**src/rtl/serprog_pkg.sv**
```systemverilog
package serprog_pkg;

  localparam int CMD_W       = 32;
  localparam int BYTE_W      = 8;
  localparam int ADDR_FLD_W  = 10;
  localparam int ADDR_FLD_LO = 8;
  localparam int CODE_SEL_B  = 28;
  localparam int ERASE_B     = 22;

  localparam logic [ADDR_FLD_W-1:0] SEL_EVEN_HALF = 10'h000;
  localparam logic [ADDR_FLD_W-1:0] SEL_ODD_HALF  = 10'h010;

  typedef enum logic [2:0] {
    ST_IDLE  = 3'd0,
    ST_SHIFT = 3'd1,
    ST_TAIL  = 3'd2,
    ST_WRITE = 3'd3,
    ST_ERASE = 3'd4
  } pp_state_e;

  typedef struct packed {
    logic [CMD_W-1:BYTE_W] echo;
    logic [2:0]            zero;
    logic                  rdis;
    logic                  wdis;
    logic                  odd_done;
    logic                  even_done;
    logic                  reject;
  } pp_resp_t;

endpackage

```
**src/rtl/serprog_sync.sv**
```systemverilog
module serprog_sync #(
  parameter int WIDTH  = 3,
  parameter int STAGES = 2
) (
  input  logic             clk,
  input  logic             rst,
  input  logic [WIDTH-1:0] d_i,
  output logic [WIDTH-1:0] q_o
);

  logic [WIDTH-1:0] stg [STAGES];

  for (genvar s = 0; s < STAGES; s++) begin : g_stage
    if (s == 0) begin : g_first
      always_ff @(posedge clk) begin
        if (rst) stg[s] <= '0;
        else     stg[s] <= d_i;
      end
    end else begin : g_next
      always_ff @(posedge clk) begin
        if (rst) stg[s] <= '0;
        else     stg[s] <= stg[s-1];
      end
    end
  end

  assign q_o = stg[STAGES-1];

endmodule

```
**src/rtl/serprog_shift.sv**
```systemverilog
module serprog_shift
  import serprog_pkg::*;
(
  input  logic             clk,
  input  logic             rst,
  input  logic             load_i,
  input  logic [CMD_W-1:0] resp_i,
  input  logic             shift_i,
  input  logic             sdi_i,
  output logic [CMD_W-1:0] cmd_o,
  output logic             full_o,
  output logic             out_bit_o
);

  localparam int CNT_W = $clog2(CMD_W + 2);
  localparam logic [CNT_W-1:0] CNT_FULL = CNT_W'(CMD_W);
  localparam logic [CNT_W-1:0] CNT_OVER = CNT_W'(CMD_W + 1);

  logic [CMD_W-1:0] cmd_q;
  logic [CMD_W-1:0] rsp_q;
  logic [CNT_W-1:0] cnt_q;

  always_ff @(posedge clk) begin
    if (rst) begin
      cmd_q <= '0;
      rsp_q <= '0;
      cnt_q <= '0;
    end else if (load_i) begin
      cmd_q <= '0;
      rsp_q <= resp_i;
      cnt_q <= '0;
    end else if (shift_i) begin
      cmd_q <= {cmd_q[CMD_W-2:0], sdi_i};
      rsp_q <= {rsp_q[CMD_W-2:0], 1'b0};
      if (cnt_q != CNT_OVER) cnt_q <= cnt_q + 1'b1;
    end
  end

  assign cmd_o     = cmd_q;
  assign full_o    = (cnt_q == CNT_FULL);
  assign out_bit_o = rsp_q[CMD_W-1];

endmodule

```
**src/rtl/serprog_eraseq.sv**
```systemverilog
module serprog_eraseq #(
  parameter int CODE_AW = 10,
  parameter int PAGE_AW = 4
) (
  input  logic               clk,
  input  logic               rst,
  input  logic               abort_i,
  input  logic               start_i,
  input  logic               parity_i,
  output logic [CODE_AW-1:0] addr_o,
  output logic               last_o,
  output logic               parity_o
);

  localparam int HALF_AW = CODE_AW - 1;

  logic [HALF_AW-1:0] idx_q;
  logic               par_q;
  logic               act_q;

  always_ff @(posedge clk) begin
    if (rst || abort_i) begin
      idx_q <= '0;
      par_q <= 1'b0;
      act_q <= 1'b0;
    end else if (start_i) begin
      idx_q <= '0;
      par_q <= parity_i;
      act_q <= 1'b1;
    end else if (act_q) begin
      idx_q <= idx_q + 1'b1;
      if (idx_q == '1) act_q <= 1'b0;
    end
  end

  // page bit sits directly above the in-page offset; the index supplies the rest
  assign addr_o   = {idx_q[HALF_AW-1:PAGE_AW], par_q, idx_q[PAGE_AW-1:0]};
  assign last_o   = act_q && (idx_q == '1);
  assign parity_o = par_q;

endmodule

```
**src/rtl/serprog_ctrl.sv**
```systemverilog
module serprog_ctrl
  import serprog_pkg::*;
#(
  parameter int CODE_AW      = 10,
  parameter int DATA_AW      = 6,
  parameter int WRITE_CYCLES = 16
) (
  input  logic               clk,
  input  logic               rst,
  input  logic               prog_en_i,
  input  logic               init_wdis_i,
  input  logic               init_rdis_i,
  input  logic               frame_i,
  input  logic               rise_i,
  input  logic [CMD_W-1:0]   cmd_i,
  input  logic               full_i,
  input  logic               out_bit_i,
  output logic               sh_load_o,
  output logic               sh_shift_o,
  output logic [CMD_W-1:0]   resp_o,
  output logic               ers_start_o,
  output logic               ers_parity_o,
  input  logic [CODE_AW-1:0] ers_addr_i,
  input  logic               ers_last_i,
  input  logic               ers_parity_i,
  output logic               pdo_o,
  output logic               vol_wdis_o,
  output logic               vol_rdis_o,
  output logic               even_o,
  output logic               odd_o,
  output logic               busy_o,
  output logic               erase_o,
  output logic               code_we_o,
  output logic [CODE_AW-1:0] code_addr_o,
  output logic [BYTE_W-1:0]  code_wdata_o,
  output logic               data_we_o,
  output logic [DATA_AW-1:0] data_addr_o,
  output logic [BYTE_W-1:0]  data_wdata_o
);

  localparam int BCW = $clog2(WRITE_CYCLES + 1);
  localparam logic [BCW-1:0] BUSY_LOAD = BCW'(WRITE_CYCLES - 1);

  pp_state_e            state_q;
  logic [BCW-1:0]       bcnt_q;
  logic                 tail_q;
  logic                 pdo_q;
  logic                 reject_q;
  logic                 even_q, odd_q;
  logic                 wdis_q, rdis_q;
  logic [CMD_W-1:0]     resp_q;
  logic                 code_we_q, data_we_q;
  logic [CODE_AW-1:0]   code_addr_q;
  logic [DATA_AW-1:0]   data_addr_q;
  logic [BYTE_W-1:0]    code_wdata_q, data_wdata_q;

  // command field decode
  logic                  f_code, f_erase;
  logic [ADDR_FLD_W-1:0] f_addr;
  logic [BYTE_W-1:0]     f_byte;
  logic                  ers_even, ers_odd, ers_bad, wr_locked;
  logic                  go;

  always_comb begin
    f_code    = cmd_i[CODE_SEL_B];
    f_erase   = cmd_i[ERASE_B];
    f_addr    = cmd_i[ADDR_FLD_LO +: ADDR_FLD_W];
    f_byte    = cmd_i[BYTE_W-1:0];
    ers_even  = f_code && f_erase && (f_addr == SEL_EVEN_HALF);
    ers_odd   = f_code && f_erase && (f_addr == SEL_ODD_HALF);
    ers_bad   = f_erase && !ers_even && !ers_odd;
    wr_locked = f_code && !f_erase && wdis_q;
    go        = (state_q == ST_TAIL) && !frame_i && rise_i && tail_q;
  end

  // completion bookkeeping for the two-step unlock
  logic     fin_erase, fin_write, finish;
  logic     even_n, odd_n, unlock, wdis_n, rdis_n;
  pp_resp_t rsp_n;

  always_comb begin
    fin_erase = (state_q == ST_ERASE) && ers_last_i;
    fin_write = (state_q == ST_WRITE) && (bcnt_q == '0);
    finish    = fin_erase || fin_write;
    even_n    = even_q || (fin_erase && !ers_parity_i);
    odd_n     = odd_q  || (fin_erase &&  ers_parity_i);
    unlock    = even_n && odd_n;
    wdis_n    = wdis_q && !unlock;
    rdis_n    = rdis_q && !unlock;
    rsp_n.echo      = cmd_i[CMD_W-1:BYTE_W];
    rsp_n.zero      = '0;
    rsp_n.rdis      = rdis_n;
    rsp_n.wdis      = wdis_n;
    rsp_n.odd_done  = odd_n;
    rsp_n.even_done = even_n;
    rsp_n.reject    = reject_q;
  end

  always_ff @(posedge clk) begin
    if (rst || !prog_en_i) begin
      state_q      <= ST_IDLE;
      bcnt_q       <= '0;
      tail_q       <= 1'b0;
      pdo_q        <= 1'b1;
      reject_q     <= 1'b0;
      even_q       <= 1'b0;
      odd_q        <= 1'b0;
      wdis_q       <= init_wdis_i;
      rdis_q       <= init_rdis_i;
      resp_q       <= '0;
      code_we_q    <= 1'b0;
      data_we_q    <= 1'b0;
      code_addr_q  <= '0;
      data_addr_q  <= '0;
      code_wdata_q <= '0;
      data_wdata_q <= '0;
    end else begin
      code_we_q <= 1'b0;
      data_we_q <= 1'b0;
      even_q    <= even_n;
      odd_q     <= odd_n;
      wdis_q    <= wdis_n;
      rdis_q    <= rdis_n;

      unique case (state_q)
        ST_IDLE: begin
          if (frame_i) state_q <= ST_SHIFT;
        end
        ST_SHIFT: begin
          if (!frame_i) begin
            tail_q  <= 1'b0;
            state_q <= full_i ? ST_TAIL : ST_IDLE;
          end else if (rise_i) begin
            pdo_q <= out_bit_i;
          end
        end
        ST_TAIL: begin
          if (frame_i) begin
            state_q <= ST_IDLE;
          end else if (rise_i && !tail_q) begin
            tail_q <= 1'b1;
          end else if (go) begin
            pdo_q    <= 1'b0;
            reject_q <= ers_bad || wr_locked;
            if (ers_even || ers_odd) begin
              state_q <= ST_ERASE;
            end else begin
              state_q <= ST_WRITE;
              bcnt_q  <= BUSY_LOAD;
              if (!ers_bad && !wr_locked) begin
                if (f_code) begin
                  code_we_q    <= 1'b1;
                  code_addr_q  <= f_addr[CODE_AW-1:0];
                  code_wdata_q <= f_byte;
                end else begin
                  data_we_q    <= 1'b1;
                  data_addr_q  <= f_addr[DATA_AW-1:0];
                  data_wdata_q <= f_byte;
                end
              end
            end
          end
        end
        ST_WRITE: begin
          if (bcnt_q != '0) bcnt_q <= bcnt_q - 1'b1;
        end
        ST_ERASE: begin
          code_we_q    <= 1'b1;
          code_addr_q  <= ers_addr_i;
          code_wdata_q <= f_byte;
        end
        default: state_q <= ST_IDLE;
      endcase

      if (finish) begin
        pdo_q   <= 1'b1;
        resp_q  <= rsp_n;
        state_q <= ST_IDLE;
      end
    end
  end

  assign sh_load_o    = (state_q == ST_IDLE) && frame_i;
  assign sh_shift_o   = (state_q == ST_SHIFT) && frame_i && rise_i;
  assign resp_o       = resp_q;
  assign ers_start_o  = go && (ers_even || ers_odd);
  assign ers_parity_o = ers_odd;
  assign pdo_o        = pdo_q;
  assign vol_wdis_o   = wdis_q;
  assign vol_rdis_o   = rdis_q;
  assign even_o       = even_q;
  assign odd_o        = odd_q;
  assign busy_o       = (state_q == ST_WRITE) || (state_q == ST_ERASE);
  assign erase_o      = (state_q == ST_ERASE);
  assign code_we_o    = code_we_q;
  assign code_addr_o  = code_addr_q;
  assign code_wdata_o = code_wdata_q;
  assign data_we_o    = data_we_q;
  assign data_addr_o  = data_addr_q;
  assign data_wdata_o = data_wdata_q;

endmodule

```
**src/rtl/serprog_port.sv**
```systemverilog
module serprog_port
  import serprog_pkg::*;
#(
  parameter int CODE_BYTES   = 1024,
  parameter int PAGE_BYTES   = 16,
  parameter int DATA_BYTES   = 64,
  parameter int WRITE_CYCLES = 16,
  parameter int SYNC_STAGES  = 2,
  localparam int CODE_AW     = $clog2(CODE_BYTES),
  localparam int DATA_AW     = $clog2(DATA_BYTES),
  localparam int PAGE_AW     = $clog2(PAGE_BYTES)
) (
  input  logic               clk,
  input  logic               rst,
  input  logic               prog_en,
  input  logic               init_wdis,
  input  logic               init_rdis,
  input  logic               pclk,
  input  logic               pdi,
  input  logic               pframe,
  output logic               pdo,
  output logic               vol_wdis,
  output logic               vol_rdis,
  output logic               code_we,
  output logic [CODE_AW-1:0] code_addr,
  output logic [7:0]         code_wdata,
  output logic               data_we,
  output logic [DATA_AW-1:0] data_addr,
  output logic [7:0]         data_wdata
);

  logic [2:0]         sync_q;
  logic               pclk_s, pdi_s, frame_s, pclk_d, rise_w;
  logic               sh_load_w, sh_shift_w, full_w, out_bit_w;
  logic [CMD_W-1:0]   cmd_w, resp_w;
  logic               ers_start_w, ers_par_in_w, ers_last_w, ers_parity_w;
  logic [CODE_AW-1:0] ers_addr_w;
  logic               even_w, odd_w, busy_w, erase_w;

  serprog_sync #(.WIDTH(3), .STAGES(SYNC_STAGES)) u_sync (
    .clk (clk),
    .rst (rst),
    .d_i ({pclk, pdi, pframe}),
    .q_o (sync_q)
  );

  assign {pclk_s, pdi_s, frame_s} = sync_q;

  always_ff @(posedge clk) begin
    if (rst) pclk_d <= 1'b0;
    else     pclk_d <= pclk_s;
  end
  assign rise_w = pclk_s && !pclk_d;

  serprog_shift u_shift (
    .clk       (clk),
    .rst       (rst),
    .load_i    (sh_load_w),
    .resp_i    (resp_w),
    .shift_i   (sh_shift_w),
    .sdi_i     (pdi_s),
    .cmd_o     (cmd_w),
    .full_o    (full_w),
    .out_bit_o (out_bit_w)
  );

  serprog_eraseq #(.CODE_AW(CODE_AW), .PAGE_AW(PAGE_AW)) u_eraseq (
    .clk      (clk),
    .rst      (rst),
    .abort_i  (!prog_en),
    .start_i  (ers_start_w),
    .parity_i (ers_par_in_w),
    .addr_o   (ers_addr_w),
    .last_o   (ers_last_w),
    .parity_o (ers_parity_w)
  );

  serprog_ctrl #(
    .CODE_AW      (CODE_AW),
    .DATA_AW      (DATA_AW),
    .WRITE_CYCLES (WRITE_CYCLES)
  ) u_ctrl (
    .clk          (clk),
    .rst          (rst),
    .prog_en_i    (prog_en),
    .init_wdis_i  (init_wdis),
    .init_rdis_i  (init_rdis),
    .frame_i      (frame_s),
    .rise_i       (rise_w),
    .cmd_i        (cmd_w),
    .full_i       (full_w),
    .out_bit_i    (out_bit_w),
    .sh_load_o    (sh_load_w),
    .sh_shift_o   (sh_shift_w),
    .resp_o       (resp_w),
    .ers_start_o  (ers_start_w),
    .ers_parity_o (ers_par_in_w),
    .ers_addr_i   (ers_addr_w),
    .ers_last_i   (ers_last_w),
    .ers_parity_i (ers_parity_w),
    .pdo_o        (pdo),
    .vol_wdis_o   (vol_wdis),
    .vol_rdis_o   (vol_rdis),
    .even_o       (even_w),
    .odd_o        (odd_w),
    .busy_o       (busy_w),
    .erase_o      (erase_w),
    .code_we_o    (code_we),
    .code_addr_o  (code_addr),
    .code_wdata_o (code_wdata),
    .data_we_o    (data_we),
    .data_addr_o  (data_addr),
    .data_wdata_o (data_wdata)
  );

endmodule

```
**config.mk**
```make
export PLATFORM = sky130hd
export DESIGN_NAME = serprog_port
export DESIGN_NICKNAME = d
export VERILOG_FILES = /design/src/rtl/serprog_pkg.sv /design/src/rtl/serprog_sync.sv /design/src/rtl/serprog_shift.sv /design/src/rtl/serprog_eraseq.sv /design/src/rtl/serprog_ctrl.sv /design/src/rtl/serprog_port.sv
export SDC_FILE = /design/constraint.sdc
export NUM_CORES = 1
export LEC_CHECK = 0
export BUFFER_PORTS_ARGS = -buffer_cell sky130_fd_sc_hd__buf_2
export CELL_PAD_IN_SITES_DETAIL_PLACEMENT = 1
export CELL_PAD_IN_SITES_GLOBAL_PLACEMENT = 2
export CORE_MARGIN = 2
export CORE_UTILIZATION = 37
export DETAILED_ROUTE_END_ITERATION = 16
export PLACE_DENSITY = 0.8
export SYNTH_ARGS = -nofsm -noshare
export SYNTH_HDL_FRONTEND = slang
export SYNTH_SLANG_ARGS = --single-unit
```
**constraint.sdc**
```tcl
create_clock -name clk -period 1.9 [get_ports clk]
set_input_delay 0 -clock clk [delete_from_list [all_inputs] [get_ports clk]]
set_output_delay 0 -clock clk [all_outputs]
set_load 0.01 [all_outputs]
```
After elaboration in Yosys (flattened, before gate mapping)
Memories as Yosys holds them, arrays and structs flattened.
Cells that the tools add are included.
{"block": "word_totals", "in_bits": 8, "reg_bits": 160, "memories": 1, "elab_cells": 180, "output_inout_bits": 37, "mem_bits_rw": 6}
{"block": "classes", "n_reduce_logical": 63, "n_mux": 58, "bitwise": 10, "n_eq_ne": 22, "n_addsub": 3}
{"memory": "u_sync.stg", "depth": 2, "width": 3, "read_ports": 2, "rd_ports_with_merged_regs": 0, "write_ports": 2, "line": "serprog_sync.sv:11", "source": "logic [WIDTH-1:0] stg [STAGES];"}
{"op": "32-bit 2-to-1 mux", "n": 2}
{"op": "10-bit 2-to-1 mux", "n": 6}
{"op": "8-bit 2-to-1 mux", "n": 6}
{"op": "1-bit logical AND", "n": 25}
{"op": "5-bit 2-to-1 mux", "n": 5}
{"op": "3-bit 2-to-1 mux", "n": 8}
{"op": "1-bit 2-to-1 mux", "n": 23}
{"op": "10-bit one-hot mux with 2 select lines", "n": 1}
{"op": "2-bit != test (second input constant)", "n": 9}
{"op": "8-bit one-hot mux with 2 select lines", "n": 1}
{"op": "7-bit AND reduction", "n": 2}
{"op": "3-bit one-hot mux with 4 select lines", "n": 1}
{"op": "6-bit AND reduction", "n": 2}
{"op": "1-bit logical NOT", "n": 11}
{"op": "10-bit by 5-bit equality test with 1-bit output (second input constant)", "n": 1}
{"op": "10-bit logical NOT", "n": 1}
{"op": "5-bit one-hot mux with 2 select lines", "n": 1}
{"op": "9-bit by 1-bit adder with 9-bit output (second input constant)", "n": 1}
{"op": "9-bit equality test (second input constant)", "n": 1}
{"op": "1-bit inverter", "n": 8}
{"op": "4-bit AND reduction", "n": 2}
{"op": "2-bit nonzero test", "n": 4}
{"op": "2-bit OR reduction", "n": 4}
{"op": "7-bit OR reduction", "n": 1}
{"op": "other kinds (19)", "n": 30}

Depth between registers and ports, before layout
Gate-level depths: netlist (run 1).
{"block": "depth", "word_depth": 13, "ltp_mapped": 9, "mapped_depth_nobuf": 8}

Cells and area by module
A second synthesis (run 1) with hierarchy kept.
{"block": "hier_totals", "cells_unflattened": 715, "area_unflattened_um2": 7150.6}
{"module": "serprog_ctrl", "instances": 1, "cells_each": 364, "seq_area_each_um2": 1561.5, "area_each_um2": 3320.7}
{"module": "serprog_shift", "instances": 1, "cells_each": 281, "seq_area_each_um2": 1401.3, "area_each_um2": 3125.5}
{"module": "serprog_eraseq", "instances": 1, "cells_each": 54, "seq_area_each_um2": 220.2, "area_each_um2": 495.5}
{"module": "serprog_sync", "instances": 1, "cells_each": 12, "seq_area_each_um2": 120.1, "area_each_um2": 157.7}
{"module": "serprog_port", "instances": 1, "cells_each": 4, "seq_area_each_um2": 20.0, "area_each_um2": 51.3}

Least setup slack after synthesis (run 1)
OpenSTA, ideal clock, no wires.
{"block": "synth_timing", "path_type": "register to register", "from": "register u_eraseq.idx_q[0]", "to": "register u_ctrl.resp_q[0] (netlist: u_ctrl.resp_o[0])", "n_path_buf": 1, "synth_period_minus_slack_ps": 1728, "arrival_ps": 1658, "t_required_ps": 1829, "setup_time_ps": 71, "slack_ps": 172, "stages_incl_launch_ff": 10, "cell_sequence": "dfxtp_1 ha_1 nand3_1 nor2_1 ha_1 nand2_1 a2bb2oi_2 buf_2 nand2_1 a21oi_1"}
{"block": "synth_between", "elab_chain_cells": 4}
{"item": "from (decl)", "line": "serprog_eraseq.sv:17", "source": "logic [HALF_AW-1:0] idx_q;"}
{"item": "from (signal assigned)", "line": "serprog_eraseq.sv:31", "source": "idx_q <= idx_q + 1'b1;"}
{"item": "9-bit equality test", "line": "serprog_eraseq.sv:38", "source": "assign last_o = act_q && (idx_q == '1);"}
{"item": "1-bit logical AND", "line": "serprog_eraseq.sv:38"}
{"item": "1-bit logical AND", "line": "serprog_ctrl.sv:82", "source": "fin_erase = (state_q == ST_ERASE) && ers_last_i;"}
{"item": "1-bit logical OR", "line": "serprog_ctrl.sv:84", "source": "finish = fin_erase || fin_write;"}
{"item": "to (signal assigned)", "line": "serprog_ctrl.sv:177", "source": "resp_q <= rsp_n;"}
{"item": "to (decl)", "line": "serprog_ctrl.sv:51", "source": "logic [CMD_W-1:0] resp_q;"}
No other way between the ends.
A chain may end at the register's enable or synchronous reset.

Worst setup path in the final report (run 1)
{"block": "layout_timing", "from": "register u_eraseq.idx_q[0]", "to": "register u_ctrl.resp_q[10] (netlist: u_ctrl.resp_o[10])"}
The elaborated chain is that of the path after synthesis.

==> flow_summary.toml, run 1 <==
[drt]
viasPerCell = 5.281
avgRoutedWirePerCell_um = 17.17
detailedRoute.firstPassIterationCount = 5
ant_nets = 0
drc_errors = 0
vias = 5793
drtIter0Drc = 283
wl_um = 18840

[critical_path]
cp-startpoint = "u_eraseq.idx_q[0]"
cp-start-kind = "flop"
crit_path_end = "u_ctrl.resp_o[10]"
r2r_cells = 10
r2r_end = "u_ctrl.resp_o[10]"
cp-end-kind = "flop"
slowest_stage = "dfxtp_2"
crit_buf_inv = 2
rrSetupSlack_ns = 0.01
crit_path_max_fanout = 5
worst_r2r_startpoint = "u_eraseq.idx_q[0]"
path_cells = "ha_4 -> nand3_1 -> nor2_1 -> ha_2 -> nand2_4 -> o22ai_4 -> buf_6 -> buf_16 -> nand2_1 -> a21oi_1"
path_class = "flop to flop"
cpPeakStageDelay_ns = 0.36
worst-path-stages = 10
cp.arrival_ns = 2.24
path_delay_family = "adder cells"
crit_required_ns = 2.26

[floorplan]
initial_utilization_pct = 37.77
core_um2 = 18020
die_width_um = 139.6
die_area_um2 = 19500
chipHeight_um = 139.6
ioPinCount = 45
std_cell_rows = 49

[clock_network]
cts-root-buf = "clkbuf_16"
numCtsBuffers = 17
clkTransAtPathRegs_ns = 0.07
clock_path_buffers = 2
cts_max_level = 4
cts_tree = "built"
numClockSinks = 166
clk_latency_ns = 0.43

[cells_and_area]
area_growth_syn_to_layout_pct = 23.27
utilization_pct = 46.56
fill_cells = 2071
insertedDiodeCount = 0
layout-drive-gt1-share_pct = 20.51
finalNetCount = 870

[synthesis]
yosys.area.top_type_share_pct = 48.81
yosysWarnings = 0
synth_common_cells = "188 x nand2_1, 166 x dfxtp_1, 79 x nor2_1"
syn_area_per_cell_um2 = 8.728
async_reset_ff_share_pct = 0
synth_area_um2 = 6808
synthTopCellsByArea = "dfxtp_1 49%, nand2_1 10%, a21oi_1 5.5%"
yosys.area.top_type = "dfxtp_1"
synth_cells = 780
ys_seq_area_share_pct = 48.81
synthesis.nets = 795
synth_edf_count = 0
synth.distinct_cells = 65
synth-main-ff-cell = "dfxtp_1"
ys_ff_latch = 166
yosysMostFrequentCell = "nand2_1"

[min_path]
hp-class = "input port to flop"

[timing]
setup_slack_ns = 0.01035
slew_headroom_pct = 65.06
maxSlewViolCount = 0
hold_viol = 0
setup_viol = 0
fmax_ghz = 0.5292
fin_skew_ns = 0.007150
hold_slack_ns = 0.08751
timing.final.crit_period_ns = 1.890
fin_setup_tns_ns = 0
worstMarginPinSlew_ns = 0.5228
period_share_pct = 99.46

[pwr]
pwr-share-seq_pct = 46.1
p_int_w = 0.006019
p_sw_share_pct = 21.54
ir_drop_v = 0.0006749
cellPowerDensity_nw_per_um2 = 914.2
p_sw_w = 0.001653
power_frac_clock_pct = 51.0
power.leakage_nw = 3.112
pwr-share-comb_pct = 2.9
p_total_w = 0.007672

[grt]
grt.overflow.total = 0
track_usage_pct = 19.50
antenna_found_initial = 0
grt_pass1_vias = 6005
grt_pass1_wl_um = 30770
grt_max_degree = 54

[place]
port_buffers = 44
gp_congestion = 0.8289
hpwl_um = 12210
dp_slack_ns = -0.08036

[status]
status = "finished clean"

[job]
maxCapViolCount = 0
## area by class of cell
class	count	area [um2]	share of cell area [%]
flip-flops and latches	166	3328	39.66
multi-input cells	551	3182	37.92
repair buffers	111	894.6	10.66
clock buffers	19	452.9	5.397
well taps	229	286.5	3.414
clock inverters	13	217.7	2.594
inverters	8	30.03	0.3578
## how the worst min path moves through the flow
stage | from | endpoint | slack [ns] | cells past startpoint
6_report | prog_en | u_eraseq.parity_o | 0.09 | 4
5_1_grt | prog_en | u_eraseq.parity_o | 0.11 | 4
4_1_cts | prog_en | u_eraseq.parity_o | 0.08 | 4
3_5_place_dp | init_rdis | u_ctrl.vol_rdis_o | 0.20 | 2
3_3_place_gp | init_rdis | u_ctrl.vol_rdis_o | 0.20 | 2
2_1_floorplan | init_wdis | u_ctrl.vol_wdis_o | 0.11 | 2
## sequential cells by signal, indices dropped and copies added (netlist names), 3 cells and up
| name | count |
|---|---|
| u_ctrl.code_addr_o | 10 |
| u_ctrl.data_addr_o | 6 |
| u_shift.cmd_o | 32 |
| u_ctrl.code_wdata_o | 8 |
| u_ctrl.bcnt_q | 5 |
| u_shift.cnt_q | 6 |
| u_eraseq.idx_q | 9 |
| u_ctrl.state_q | 3 |
| u_ctrl.resp_o | 29 |
| u_shift.rsp_q | 32 |
| u_ctrl.data_wdata_o | 8 |
| u_sync.stg | 6 |
## what timing repair did
action	4_1_cts	5_1_grt
hold buffers	7	0
cloned	1	2
pin swaps	3	11
resized for setup	11	15
buffers inserted	4	6
hold endpoints to repair	7	0
setup endpoints to repair	29	42
## power groups by stage
stage	Clock [W]	Sequential [W]	Combinational (W)
after floorplan	0	0.00361	0.000138
after global placement	0	0.00362	0.000203
after detailed placement	0	0.00362	0.000210
after CTS	0.00399	0.00354	0.000223
after global routing	0.00413	0.00354	0.000245
final	0.00391	0.00354	0.000224
## worst min-delay path, cell delays in order
cell	delay (ns)
buf_2	0.11
nor2b_2	0.20
nand2_1	0.08
o31ai_1	0.07
## metrics by stage
step                      std cells  instance area, um2
after floorplan                 780                6808
after global placement         1046                7422
after detailed placement       1046                7422
after CTS                      1090                8259
after global routing           1097                8392
final                          1097                8392
## kinds of logic (layout without fill, tap and decap cells)
logic type | count (synthesis) | count (layout) | share of synthesized area [%]
fa+ha+maj | 7 | 7 | 1.286
mux | 29 | 29 | 4.264
buf+inv | 63 | 151 | 5.587
xor+xnor | 11 | 11 | 1.415
flops | 166 | 166 | 48.81
simple gates | 351 | 351 | 23.54
compound gates | 153 | 153 | 15.09
## metal layers
| metal | track usage (%) | part of all wire, % | up-vias |
|---|---|---|---|
| li1 | - | - | 2819 |
| met1 | 23.67 | 44 | 2847 |
| met2 | 34.49 | 50 | 101 |
| met3 | 3.716 | 3.5 | 26 |
| met4 | 6.895 | 1.8 | 0 |
| met5 | 0 | 0 | - |
## layout by cell type, fill, tap and decap left out, drive strengths merged, types with 8 or more instances in the layout
cell and instances:
a311oi 24, mux2i 29, a22oi 8, nor2 80, a211oi 16, a21oi 75
nor2b 9, clkbuf 21, nand2 189, o21ai 13, inv 11, nand3 26
buf 102, dfxtp 166
(Power assumes the default switching activity.)
==> run 2: changes to the inputs <==
--- a/config.mk
+++ b/config.mk
@@ -6,12 +6,10 @@
 export NUM_CORES = 1
 export LEC_CHECK = 0
 export BUFFER_PORTS_ARGS = -buffer_cell sky130_fd_sc_hd__buf_2
-export CELL_PAD_IN_SITES_DETAIL_PLACEMENT = 1
-export CELL_PAD_IN_SITES_GLOBAL_PLACEMENT = 2
 export CORE_MARGIN = 2
-export CORE_UTILIZATION = 37
+export CORE_UTILIZATION = 41
 export DETAILED_ROUTE_END_ITERATION = 16
-export PLACE_DENSITY = 0.8
+export PLACE_DENSITY = 0.6
 export SYNTH_ARGS = -nofsm -noshare
 export SYNTH_HDL_FRONTEND = slang
 export SYNTH_SLANG_ARGS = --single-unit
==> run 2 against run 1 <==
Effect of this change:
- sequential share of layout area up 1.1 points
- worst hold slack worse by 0.061 ns
- via count down 4.1%
- register-to-register slack better by 0.06 ns
- largest power group is now sequential cells
- setup slack better by 0.065 ns
- sequential cell count unchanged
- routed wire length down 15%
==> flow_summary.toml, run 2 (synthesis results as in run 1) <==
[cells_and_area]
layout_common_cells = "187 x nand2_1, 166 x dfxtp_1, 79 x nor2_1"
layout-drive-gt1-share_pct = 18.88
finalNetCount = 860
final_common_cell = "nand2_1"
insertedDiodeCount = 0
utilization_pct = 49.74
area_growth_syn_to_layout_pct = 19.89
fill_cells = 1572

[drt]
wl_met1_um = 8043
drtIter0Drc = 332
drc_errors = 0
highest_layer = "met4"
wl_met2_um = 7010
wl_um = 15920
ant_nets = 0
avgRoutedWirePerCell_um = 14.77
detailedRoute.firstPassIterationCount = 5
viasPerCell = 5.155
wl_met3_um = 623
vias = 5557

[pwr]
pwr-share-comb_pct = 3.0
p_sw_share_pct = 21.39
cellPowerDensity_nw_per_um2 = 886.8
power.leakage_nw = 3.019
power_frac_clock_pct = 48.1
ir_drop_v = 0.0006209
pwr-share-seq_pct = 48.9
p_sw_w = 0.001548
p_int_w = 0.005690

[floorplan]
std_cell_rows = 47
ioPinCount = 45
die_width_um = 132.9
core_um2 = 16410
die_area_um2 = 17650
chipHeight_um = 132.9
initial_utilization_pct = 41.49

[place]
gp_congestion = 0.8187
hpwl_um = 10130
port_buffers = 44

[clock_network]
clkTransAtPathRegs_ns = 0.06
cts_max_level = 4
cts-root-buf = "clkbuf_16"
numCtsBuffers = 17
numClockSinks = 166
clk_latency_ns = 0.43
clock_path_buffers = 2
cts_tree = "built"

[timing]
worstMarginPinSlew_ns = 0.5277
fmax_ghz = 0.5480
period_share_pct = 96.04
timing.final.crit_period_ns = 1.825
fin_skew_ns = 0.008552
maxSlewViolCount = 0
hold_slack_ns = 0.02692
hold_viol = 0
setup_viol = 0
slew_headroom_pct = 64.73

[critical_path]
cp-end-kind = "flop"
crit_path_max_fanout = 8
worst_r2r_startpoint = "u_ctrl.bcnt_q[1]"
cp-start-kind = "flop"
crit_required_ns = 2.24
path_class = "flop to flop"
cp-startpoint = "u_ctrl.bcnt_q[1]"
cp.arrival_ns = 2.17

[grt]
grt_pass1_vias = 5072
grt.overflow.total = 0
antenna_found_initial = 0
grt_pass1_wl_um = 25810
track_usage_pct = 18.02
grt_max_degree = 54

[status]
status = "finished clean"

[min_path]
hp-class = "input port to flop"
min-delay-start = "rst"

[job]
maxCapViolCount = 0
run 2: cell types whose count changed in the layout (fill, tap and decap cells not counted), moves of 2 or more:
| cell | previous run | this run |
|---|---|---|
| buf_4 | 47 | 42 |
| buf_6 | 3 | 1 |
| bufinv_16 | 5 | 3 |
| clkinv_2 | 0 | 5 |
| dfxtp_1 | 162 | 166 |
| dfxtp_2 | 4 | 0 |
| dlygate4sd3_1 | 7 | 5 |
| ha_2 | 1 | 3 |
| ha_4 | 2 | 0 |
| inv_6 | 3 | 0 |
run 2: path summary, 6_finish.rpt:
path	end	slack (ns)	cells past startpoint
max	u_ctrl.resp_o[1]	0.08	8
max reg2reg	u_ctrl.resp_o[1]	0.08	8
min	u_eraseq.parity_o	0.03	4
min reg2reg	u_sync.stg[1][1]	0.44	1
run 2: what timing repair did:
action | CTS | global route
setup buffers | 0 | 1
endpoints found under the hold margin | 5 | 0
setup endpoints to repair | 0 | 42
gates resized for setup | 0 | 12
hold buffers | 5 | 0
run 2: metal layers:
metal,GRT usage (%),up-vias
li1,-,2818
met1,24.71,2612
met2,27.95,107
met3,3.946,20
met4,6.571,0
met5,0,-
run 2: critical path, stage by stage, from the launching register on:
cell,delay (ns)
dfxtp_1,0.32
inv_2,0.07
ha_2,0.18
or4b_4,0.49
o22ai_4,0.16
buf_12,0.16
buf_12,0.14
nor2_1,0.04
a211oi_1,0.19
run 2: power by group through the flow:
stage / logic [W] / registers (W) / clock network (W)
floorplan: 0.000138 / 0.00361 / 0
global placement: 0.000208 / 0.00361 / 0
detailed placement: 0.000208 / 0.00361 / 0
CTS: 0.000217 / 0.00354 / 0.00353
global route: 0.000239 / 0.00354 / 0.00370
finish: 0.000217 / 0.00354 / 0.00348
run 2: final cells by class:
cell class                 count  area, um2  area share, %
timing repair buffer         101      787.0          9.643
clock inverter                13      156.4          1.916
sequential                   166       3323          40.72
clock buffer                  19      442.9          5.427
tap                          220      275.3          3.373
multi-input combinational    551       3147          38.56
inverter                       8      30.03         0.3679
run 2: through the flow:
| step | worst slack (ns) | setup TNS, ns | std cells | total power, W | area [um2] |
|---|---|---|---|---|---|
| final | 0.07529 | 0 | 1078 | 0.007238 | 8162 |
| after global routing | -0.0001075 | -0.0001075 | 1078 | 0.007477 | 8162 |
| after CTS | 0.02880 | 0 | 1074 | 0.007283 | 8048 |
| after detailed placement | 0.01624 | 0 | 1037 | 0.003821 | 7398 |
| after global placement | 0.08635 | 0 | 1037 | 0.003820 | 7398 |
| after floorplan | 0.1717 | 0 | 780 | 0.003747 | 6808 |
==> run 3: changes to the inputs <==
--- a/config.mk
+++ b/config.mk
@@ -5,7 +5,7 @@
 export SDC_FILE = /design/constraint.sdc
 export NUM_CORES = 1
 export LEC_CHECK = 0
-export BUFFER_PORTS_ARGS = -buffer_cell sky130_fd_sc_hd__buf_2
+export BUFFER_PORTS_ARGS = -buffer_cell sky130_fd_sc_hd__buf_4
 export CORE_MARGIN = 2
 export CORE_UTILIZATION = 41
 export DETAILED_ROUTE_END_ITERATION = 16
==> run 3 against run 2 <==
Effect of this change:
- highest routed layer unchanged
- worst hold slack better by 0.032 ns
- global-route usage grew 0.81 points
- routed wire length grew 2.1%
- largest cell class unchanged
==> flow_summary.toml, run 3 (synthesis results as in run 1) <==
[critical_path]
crit_required_ns = 2.22
cp-startpoint = "u_ctrl.bcnt_q[1]"
path_class = "flop to flop"
worst_r2r_startpoint = "u_ctrl.bcnt_q[1]"
crit_path_max_fanout = 5
cp-start-kind = "flop"
cp-end-kind = "flop"
cp.arrival_ns = 2.15

[timing]
fmax_ghz = 0.5482
setup_viol = 0
period_share_pct = 96.01
worstMarginPinSlew_ns = 0.5245
hold_viol = 0
setup_slack_ns = 0.07574
maxSlewViolCount = 0
rsz0062_at_grt = "no"
timing.final.crit_period_ns = 1.824
fin_setup_tns_ns = 0
slew_headroom_pct = 64.94
fin_skew_ns = 0.009888

[floorplan]
die_area_um2 = 17650
initial_utilization_pct = 41.49
ioPinCount = 45
std_cell_rows = 47
chipHeight_um = 132.9
die_width_um = 132.9
core_um2 = 16410

[cells_and_area]
fin_cells = 1074
stdcell_area_um2 = 8235
regArea_um2 = 3326
area_growth_syn_to_layout_pct = 20.97
layout-drive-gt1-share_pct = 18.62
layout_common_cells = "187 x nand2_1, 164 x dfxtp_1, 81 x buf_4"
multiInputGateArea_um2 = 3161
finalNetCount = 856
final_common_cell = "nand2_1"
fill_cells = 1535
insertedDiodeCount = 0
utilization_pct = 50.19

[pwr]
cellPowerDensity_nw_per_um2 = 855.3
ir_drop_v = 0.0007147
power.leakage_nw = 2.994

[clock_network]
cts_max_level = 4
clock_path_buffers = 2
clk_latency_ns = 0.43
cts-root-buf = "clkbuf_16"
clkTransAtPathRegs_ns = 0.07
numClockSinks = 166
numCtsBuffers = 17
cts_tree = "built"

[place]
port_buffers = 44
hpwl_um = 10580
dp_slack_ns = 0.006051
place_inst = 1033
placed_area_um2 = 7503
gp_congestion = 0.8671

[job]
maxCapViolCount = 0

[grt]
grt_pass1_wl_um = 26800
grt_pass1_vias = 5392
track_usage_pct = 18.83
grt.overflow.total = 0
grt_max_degree = 58
antenna_found_initial = 0

[drt]
wl_um = 16250
drtIter0Drc = 385
ant_nets = 0
viasPerCell = 5.291
drc_errors = 0
detailedRoute.firstPassIterationCount = 5
avgRoutedWirePerCell_um = 15.13
vias = 5682

[min_path]
min-delay-start = "rst"
hp-class = "input port to flop"

[status]
status = "finished clean"
==> run 3: path summary, 6_finish.rpt <==
| path | to | slack [ns] | cells past startpoint |
|---|---|---|---|
| max | u_ctrl.resp_o[4] | 0.08 | 8 |
| min | u_ctrl.vol_rdis_o | 0.06 | 5 |
| max reg2reg | u_ctrl.resp_o[4] | 0.08 | 8 |
| min reg2reg | u_sync.stg[1][0] | 0.45 | 1 |
==> run 3: what timing repair did <==
| item | 4_1_cts | 5_1_grt |
|---|---|---|
| setup buffers | 0 | 3 |
| resized for setup | 1 | 14 |
| pin swaps | 1 | 3 |
| setup endpoints to repair | 2 | 28 |
| gates cloned | 0 | 1 |
| hold buffers | 5 | 0 |
| hold endpoints to repair | 5 | 0 |
==> run 3: critical path, stage by stage, from the launching register on <==
cell and delay [ns]:
dfxtp_1 0.32, inv_2 0.09, ha_4 0.14, or4b_4 0.49, o22ai_4 0.16, buf_12 0.15, buf_4 0.11, nor2_1 0.04
o22a_2 0.21
==> run 3: layer usage <==
layer | track usage, % | up-vias | share of wire [%]
li1 | - | 2804 | -
met1 | 24.32 | 2724 | 48
met2 | 30.57 | 131 | 46
met3 | 4.521 | 23 | 4.3
met4 | 7.168 | 0 | 2.1
met5 | 0 | - | 0
==> run 3: area by class of cell <==
type | count | share of cell area (%)
sequential | 166 | 40.38
multi-input combinational | 551 | 38.38
timing repair buffer | 97 | 10.62
clock buffer | 20 | 5.667
tap | 220 | 3.342
clock inverter | 12 | 1.246
inverter | 8 | 0.3646
==> run 3: stage by stage <==
step | power (W) | hold WS, ns
floorplan | 0.003747 | 0.1069
global placement | 0.003821 | 0.2165
detailed placement | 0.003824 | 0.2154
CTS | 0.007113 | 0.03384
global route | 0.007294 | 0.06570
finish | 0.007044 | 0.05874
==> run 3: power breakdown <==
part,internal (W),switching [W],leakage (nW)
Combinational,0.0000836,0.000135,1.38
Clock,0.00190,0.00139,0.274
Sequential,0.00352,0.0000220,1.34
Total,0.00550,0.00155,2.99
